`src/rtl/pdp_sf_pkg.sv`:
```
package pdp_sf_pkg;
  typedef enum logic [2:0] {
    PH_IDLE,
    PH_RESET,
    PH_REQ,
    PH_SCAN,
    PH_SUS
  } phase_e;
endpackage

```
`src/rtl/pdp_sf_ctrl.sv`:
```
module pdp_sf_ctrl
  import pdp_sf_pkg::*;
#(
  parameter int PIX_W     = 8,
  parameter int LINES     = 480,
  parameter int BASE_W    = 4,
  parameter int RESET_LEN = 64,
  parameter int SCAN_W    = 8,
  parameter int SUS_HALF  = 12,
  localparam int LW  = $clog2(LINES),
  localparam int SFW = $clog2(PIX_W),
  localparam int MAXC = (RESET_LEN > SCAN_W) ?
                        ((RESET_LEN > SUS_HALF) ? RESET_LEN : SUS_HALF) :
                        ((SCAN_W > SUS_HALF) ? SCAN_W : SUS_HALF),
  localparam int CW  = $clog2(MAXC + 1),
  localparam int PW  = BASE_W + PIX_W
) (
  input  logic              clk_i,
  input  logic              rst_ni,
  input  logic              start_i,
  input  logic [BASE_W-1:0] base_i,
  output phase_e            phase_o,
  output logic [LW-1:0]     line_o,
  output logic [SFW-1:0]    sf_o,
  output logic              y_half_o
);

  phase_e              phase_q, phase_d;
  logic [CW-1:0]       cnt_q, cnt_d;
  logic [LW-1:0]       line_q, line_d;
  logic [SFW-1:0]      sf_q, sf_d;
  logic [BASE_W-1:0]   base_q, base_d;
  logic [PW-1:0]       pair_q, pair_d;
  logic                yph_q, yph_d;
  logic [PW-1:0]       pair_last;

  assign pair_last = (PW'(base_q) << sf_q) - PW'(1);

  always_comb begin
    phase_d = phase_q;
    cnt_d   = cnt_q;
    line_d  = line_q;
    sf_d    = sf_q;
    base_d  = base_q;
    pair_d  = pair_q;
    yph_d   = yph_q;
    unique case (phase_q)
      PH_IDLE: begin
        if (start_i) begin
          phase_d = PH_RESET;
          sf_d    = SFW'(PIX_W - 1);
          base_d  = base_i;
          cnt_d   = '0;
        end
      end
      PH_RESET: begin
        if (cnt_q == CW'(RESET_LEN - 1)) begin
          cnt_d   = '0;
          line_d  = '0;
          phase_d = PH_REQ;
        end else begin
          cnt_d = cnt_q + CW'(1);
        end
      end
      PH_REQ: begin
        phase_d = PH_SCAN;
        cnt_d   = '0;
      end
      PH_SCAN: begin
        if (cnt_q == CW'(SCAN_W - 1)) begin
          cnt_d = '0;
          if (line_q == LW'(LINES - 1)) begin
            line_d = '0;
            pair_d = '0;
            yph_d  = 1'b0;
            if (base_q != '0) begin
              phase_d = PH_SUS;
            end else if (sf_q == '0) begin
              phase_d = PH_IDLE;
            end else begin
              sf_d    = sf_q - SFW'(1);
              phase_d = PH_RESET;
            end
          end else begin
            line_d  = line_q + LW'(1);
            phase_d = PH_REQ;
          end
        end else begin
          cnt_d = cnt_q + CW'(1);
        end
      end
      PH_SUS: begin
        if (cnt_q == CW'(SUS_HALF - 1)) begin
          cnt_d = '0;
          if (!yph_q) begin
            yph_d = 1'b1;
          end else begin
            yph_d = 1'b0;
            if (pair_q == pair_last) begin
              pair_d = '0;
              if (sf_q == '0) begin
                phase_d = PH_IDLE;
              end else begin
                sf_d    = sf_q - SFW'(1);
                phase_d = PH_RESET;
              end
            end else begin
              pair_d = pair_q + PW'(1);
            end
          end
        end else begin
          cnt_d = cnt_q + CW'(1);
        end
      end
      default: phase_d = PH_IDLE;
    endcase
  end

  always_ff @(posedge clk_i or negedge rst_ni) begin
    if (!rst_ni) begin
      phase_q <= PH_IDLE;
      cnt_q   <= '0;
      line_q  <= '0;
      sf_q    <= '0;
      base_q  <= '0;
      pair_q  <= '0;
      yph_q   <= 1'b0;
    end else begin
      phase_q <= phase_d;
      cnt_q   <= cnt_d;
      line_q  <= line_d;
      sf_q    <= sf_d;
      base_q  <= base_d;
      pair_q  <= pair_d;
      yph_q   <= yph_d;
    end
  end

  assign phase_o  = phase_q;
  assign line_o   = line_q;
  assign sf_o     = sf_q;
  assign y_half_o = yph_q;

endmodule

```
`src/rtl/pdp_sf_colsel.sv`:
```
module pdp_sf_colsel #(
  parameter int COLS  = 16,
  parameter int PIX_W = 8,
  localparam int SFW = $clog2(PIX_W)
) (
  input  logic                  clk_i,
  input  logic                  rst_ni,
  input  logic                  load_i,
  input  logic [SFW-1:0]        sf_i,
  input  logic [COLS*PIX_W-1:0] pix_i,
  output logic [COLS-1:0]       col_o
);

  for (genvar c = 0; c < COLS; c++) begin : g_col
    logic [PIX_W-1:0] px;
    assign px = pix_i[c*PIX_W +: PIX_W];
    always_ff @(posedge clk_i or negedge rst_ni) begin
      if (!rst_ni)     col_o[c] <= 1'b0;
      else if (load_i) col_o[c] <= px[sf_i];
    end
  end

endmodule

```
`src/rtl/pdp_sf_scan_dec.sv`:
```
module pdp_sf_scan_dec #(
  parameter int LINES = 480,
  localparam int LW = $clog2(LINES)
) (
  input  logic             en_i,
  input  logic [LW-1:0]    line_i,
  output logic [LINES-1:0] scan_o
);

  for (genvar l = 0; l < LINES; l++) begin : g_row
    assign scan_o[l] = en_i && (line_i == LW'(l));
  end

endmodule

```
`src/rtl/pdp_sf_seq.sv`:
```
module pdp_sf_seq
  import pdp_sf_pkg::*;
#(
  parameter int PIX_W     = 8,
  parameter int LINES     = 480,
  parameter int COLS      = 16,
  parameter int BASE_W    = 4,
  parameter int RESET_LEN = 64,
  parameter int SCAN_W    = 8,
  parameter int SUS_HALF  = 12,
  localparam int LW  = $clog2(LINES),
  localparam int SFW = $clog2(PIX_W)
) (
  input  logic                  clk_i,
  input  logic                  rst_ni,
  input  logic                  frame_start_i,
  input  logic [BASE_W-1:0]     base_cnt_i,
  input  logic [COLS*PIX_W-1:0] line_pix_i,
  output logic                  line_req_o,
  output logic [LW-1:0]         line_idx_o,
  output logic                  reset_en_o,
  output logic [LINES-1:0]      scan_o,
  output logic [COLS-1:0]       col_o,
  output logic                  sus_x_o,
  output logic                  sus_y_o,
  output logic                  busy_o
);

  phase_e         phase;
  logic [LW-1:0]  line;
  logic [SFW-1:0] sf;
  logic           y_half;
  logic [COLS-1:0] col_q;
  logic           in_scan;

  pdp_sf_ctrl #(
    .PIX_W(PIX_W), .LINES(LINES), .BASE_W(BASE_W),
    .RESET_LEN(RESET_LEN), .SCAN_W(SCAN_W), .SUS_HALF(SUS_HALF)
  ) u_ctrl (
    .clk_i    (clk_i),
    .rst_ni   (rst_ni),
    .start_i  (frame_start_i),
    .base_i   (base_cnt_i),
    .phase_o  (phase),
    .line_o   (line),
    .sf_o     (sf),
    .y_half_o (y_half)
  );

  // row data is captured in the request cycle, shown during scan
  pdp_sf_colsel #(.COLS(COLS), .PIX_W(PIX_W)) u_colsel (
    .clk_i  (clk_i),
    .rst_ni (rst_ni),
    .load_i (phase == PH_REQ),
    .sf_i   (sf),
    .pix_i  (line_pix_i),
    .col_o  (col_q)
  );

  assign in_scan = (phase == PH_SCAN);

  pdp_sf_scan_dec #(.LINES(LINES)) u_dec (
    .en_i   (in_scan),
    .line_i (line),
    .scan_o (scan_o)
  );

  assign reset_en_o = (phase == PH_RESET);
  assign line_req_o = (phase == PH_REQ);
  assign line_idx_o = (line_req_o || in_scan) ? line : '0;
  assign col_o      = in_scan ? col_q : '0;
  assign sus_x_o    = (phase == PH_SUS) && !y_half;
  assign sus_y_o    = (phase == PH_SUS) && y_half;
  assign busy_o     = (phase != PH_IDLE);

endmodule

```
`config.mk`:
```
export PLATFORM = sky130hd
export DESIGN_NAME = pdp_sf_seq
export DESIGN_NICKNAME = d
export VERILOG_FILES = /design/src/rtl/pdp_sf_pkg.sv /design/src/rtl/pdp_sf_ctrl.sv /design/src/rtl/pdp_sf_colsel.sv /design/src/rtl/pdp_sf_scan_dec.sv /design/src/rtl/pdp_sf_seq.sv
export SDC_FILE = /design/constraint.sdc
export NUM_CORES = 1
export LEC_CHECK = 0
export ABC_CLOCK_PERIOD_IN_PS = 4000
export BUFFER_PORTS_ARGS = -buffer_cell sky130_fd_sc_hd__clkbuf_2
export CAP_MARGIN = 25
export CELL_PAD_IN_SITES_DETAIL_PLACEMENT = 0
export CELL_PAD_IN_SITES_GLOBAL_PLACEMENT = 1
export CORE_AREA = 2 2 248 250
export CTS_CLUSTER_DIAMETER = 120
export DETAILED_ROUTE_END_ITERATION = 6
export DIE_AREA = 0 0 250 252
export PLACE_DENSITY_LB_ADDON = 0.1
export SLEW_MARGIN = 15
export SYNTH_ARGS = -nofsm -noshare
export SYNTH_HDL_FRONTEND = slang
export SYNTH_SLANG_ARGS = --single-unit
```
`constraint.sdc`:
```
create_clock -name clk_i -period 4 [get_ports clk_i]
set_input_delay 0.8 -clock clk_i [delete_from_list [all_inputs] [get_ports clk_i]]
set_output_delay 0.8 -clock clk_i [all_outputs]
set_load 0.02 [all_outputs]
```
==> flow_metrics.tcl <==
set metrics [dict create \
    setup_ws_ns 0.385 \
    fillers 7190 \
    syn_area_mm2 0.00746 \
    portBuffers 644 \
    ff2ff_path_depth 13 \
    synth_top_area_cell "nor2_1" \
    rows 90 \
    timing_hold_violations_final 0 \
    cts_resized 0 \
    cts_num_sinks 55 \
    fin_crit_sh_pct 90.4 \
    critPathKind "flop to output pin" \
    place_congestion 0.828 \
    leakage_uw 0.00553 \
    powerDensity_mw_per_mm2 328 \
    worstSetupStartpointType "flop" \
    multiInputGateArea_mm2 0.00553 \
    first_iter_violations 728 \
    fin_setup_tns_ns 0 \
    ctsRootBufferMaster "clkbuf_16" \
    ys.flop_type "dfrtp_1" \
    cts_buffers 5 \
    fin_crit_ns 3.61 \
    setup_violations 0 \
    worst_clock_skew_ns 0.00750 \
    drive_above_1_share_pct 42.1 \
    synth_edf_count 0 \
    syn_nets 1368 \
    vias 11000 \
    htreeDepth 2 \
    final_antenna_net_count 0 \
    reg2reg_to "u_ctrl.sf_o[2]$_DFFE_PN0P_" \
    avgSynthCellArea_um2 6.10 \
    layout.nets 1929 \
    initial_core_util_pct 12.4 \
    regArea_mm2 0.00138 \
    die_area_mm2 0.0630 \
    dp_slack_ns 0.571 \
    r2r-start "u_ctrl.sf_o[0]$_DFFE_PN0P_" \
    endpoint_kind "output pin" \
    crit_path_max_fanout 17 \
    die_width_um 250 \
    antenna_found_initial 1 \
    relSlewSlack_pct 36.7 \
    area_growth_pct 55.8 \
    clkLatencyLatePin_ns 0.31 \
    grt_use_total_pct 17.7 \
    cp_data_required_time_ns 3.20 \
    grt-ovfl-total 0 \
    path_cells "nor2b_2 > nand2_1 > nor2_1 > buf_4 > nand2_1 > nor2_1 > clkbuf_2" \
    synth.most_common_cell "nor2_1" \
    synth_top_cell_area_share_pct 26.8 \
    die-height_um 252 \
    grt_pass1_vias 10600 \
    grt_max_degree 34 \
    cts_hold_buf 0 \
    synth_cell_type_count 70 \
    synth_async_sr_flop_share_pct 100 \
    firstDrtPassIters 5 \
    setup.worst_path.end "scan_o[76]" \
    synthTopCellsByArea "nor2_1 (27%), dfrtp_1 (18%), mux4_2 (10%), nand2_1 (7.0%), clkbuf_1 (5.7%)" \
    vdd_drop_max_uv 188 \
    ys_seq_area_share_pct 18.4 \
    netlist_instances 1223 \
    rrSetupSlack_ns 0.57 \
    hold_class "flop to flop" \
    rsz0062_at_grt "no" \
    fmax_ghz 0.277 \
    cts_tree "built" \
    whs_ns 0.506 \
    synthTopCellsByCount "nor2_1 (533), nand2_1 (140), clkbuf_1 (114)" \
    finalWirelength_mm 58.5 \
    drv_cap 0 \
    crit_path_start "u_ctrl.phase_o[1]$_DFFE_PN0P_" \
    wl_per_cell_um 22.8 \
    core_area_mm2 0.0601 \
    status "complete, no violations" \
    tightest_slew_ns 0.946 \
    final_max_slew_viol_count 0 \
    clockBufferDepth 2 \
    synth-warning-count 0 \
    drc 0 \
    grt_pass1_wl_mm 81.5 \
    via_per_inst 4.26 \
    io_pins 645 \
    slowest_stage "dfrtp_1" \
    arrival_ns 2.81 \
    slowest_delay_ns 0.54 \
    place_hpwl_mm 46.8 \
    post-cts-setup-buffers 0 \
    clk_pin_slew_ns 0.08 \
    ys_seq_elements 55 \
]
## sequential cells by signal (all words and copies together) (netlist names)
name / cells
u_colsel.col_o: 16
u_ctrl.base_q: 4
u_ctrl.cnt_q: 7
u_ctrl.line_o: 9
u_ctrl.pair_q: 12
u_ctrl.phase_o: 3
u_ctrl.sf_o: 3
u_ctrl.y_half_o: 1
## final cells by class
type / count / area share (%)
Antenna cell: 1 / 0.0215
Sequential cell: 55 / 11.9
Tap cell: 782 / 8.42
Clock buffer: 8 / 1.35
Multi-Input combinational cell: 1024 / 47.6
Timing Repair Buffer: 684 / 30.3
Inverter: 14 / 0.452
## critical path, delay by kind of cell, from the launching register on
family	cells	cell delay (ns)
buffers and inverters	2	0.48
DFF	1	0.54
and+or+nand+nor	5	1.48
## logic make-up after synthesis
| kind of cell | synth area share (%) |
|---|---|
| AO/OA/AOI/OAI | 11.6 |
| flip-flops | 18.4 |
| adder cells (fa/ha/maj) | 1.83 |
| AND/OR/NAND/NOR | 46.8 |
| buffers and inverters | 7.71 |
| XOR/XNOR | 1.98 |
| multiplexers | 11.7 |
## cell usage in the layout, fill, tap and decap left out, types with 16 or more instances in the layout
master / n
a21oi_1: 17
a31oi_1: 21
and3_1: 33
buf_4: 40
clkbuf_2: 644
dfrtp_1: 53
mux4_2: 33
nand2_1: 139
nand3_1: 20
nor2_1: 533
nor2b_1: 16
nor3_1: 19
o21ai_0: 36
## through the flow
step                util [%]  std cells  instance area, um^2  power [uW]
global placement        19.1       2559                11500        3400
CTS                     19.3       2567                11600        3900
detailed placement      19.1       2559                11500        3370
global route            19.3       2567                11600        4180
finish                  19.3       2568                11600        3810
floorplan                  -       1223                 7460        2570
## layer usage
layer  share of wire [%]  track usage (%)
met2                  52             32.8
met4                0.64             1.92
met5                   0                0
met3                 6.4             3.44
met1                  41             21.6
## report_power, final
part | switching, uW | total (uW) | internal (uW)
combinational | 1470 | 2410 | 941
sequential | 202 | 898 | 696
clock | 235 | 503 | 269
total | 1910 | 3810 | 1900
## worst min path at each step
stage          cells past startpoint                     endpoint                         from
6_report                           2  u_ctrl.cnt_q[6]$_DFFE_PN0P_  u_ctrl.cnt_q[6]$_DFFE_PN0P_
5_1_grt                            1  u_ctrl.cnt_q[0]$_DFFE_PN0P_  u_ctrl.cnt_q[0]$_DFFE_PN0P_
4_1_cts                            1  u_ctrl.cnt_q[0]$_DFFE_PN0P_  u_ctrl.cnt_q[0]$_DFFE_PN0P_
3_5_place_dp                       1  u_ctrl.cnt_q[0]$_DFFE_PN0P_  u_ctrl.cnt_q[0]$_DFFE_PN0P_
3_3_place_gp                       1  u_ctrl.cnt_q[0]$_DFFE_PN0P_  u_ctrl.cnt_q[0]$_DFFE_PN0P_
2_1_floorplan                      2  u_ctrl.cnt_q[6]$_DFFE_PN0P_  u_ctrl.cnt_q[6]$_DFFE_PN0P_
Note: power is estimated with default switching activity, not from simulation.
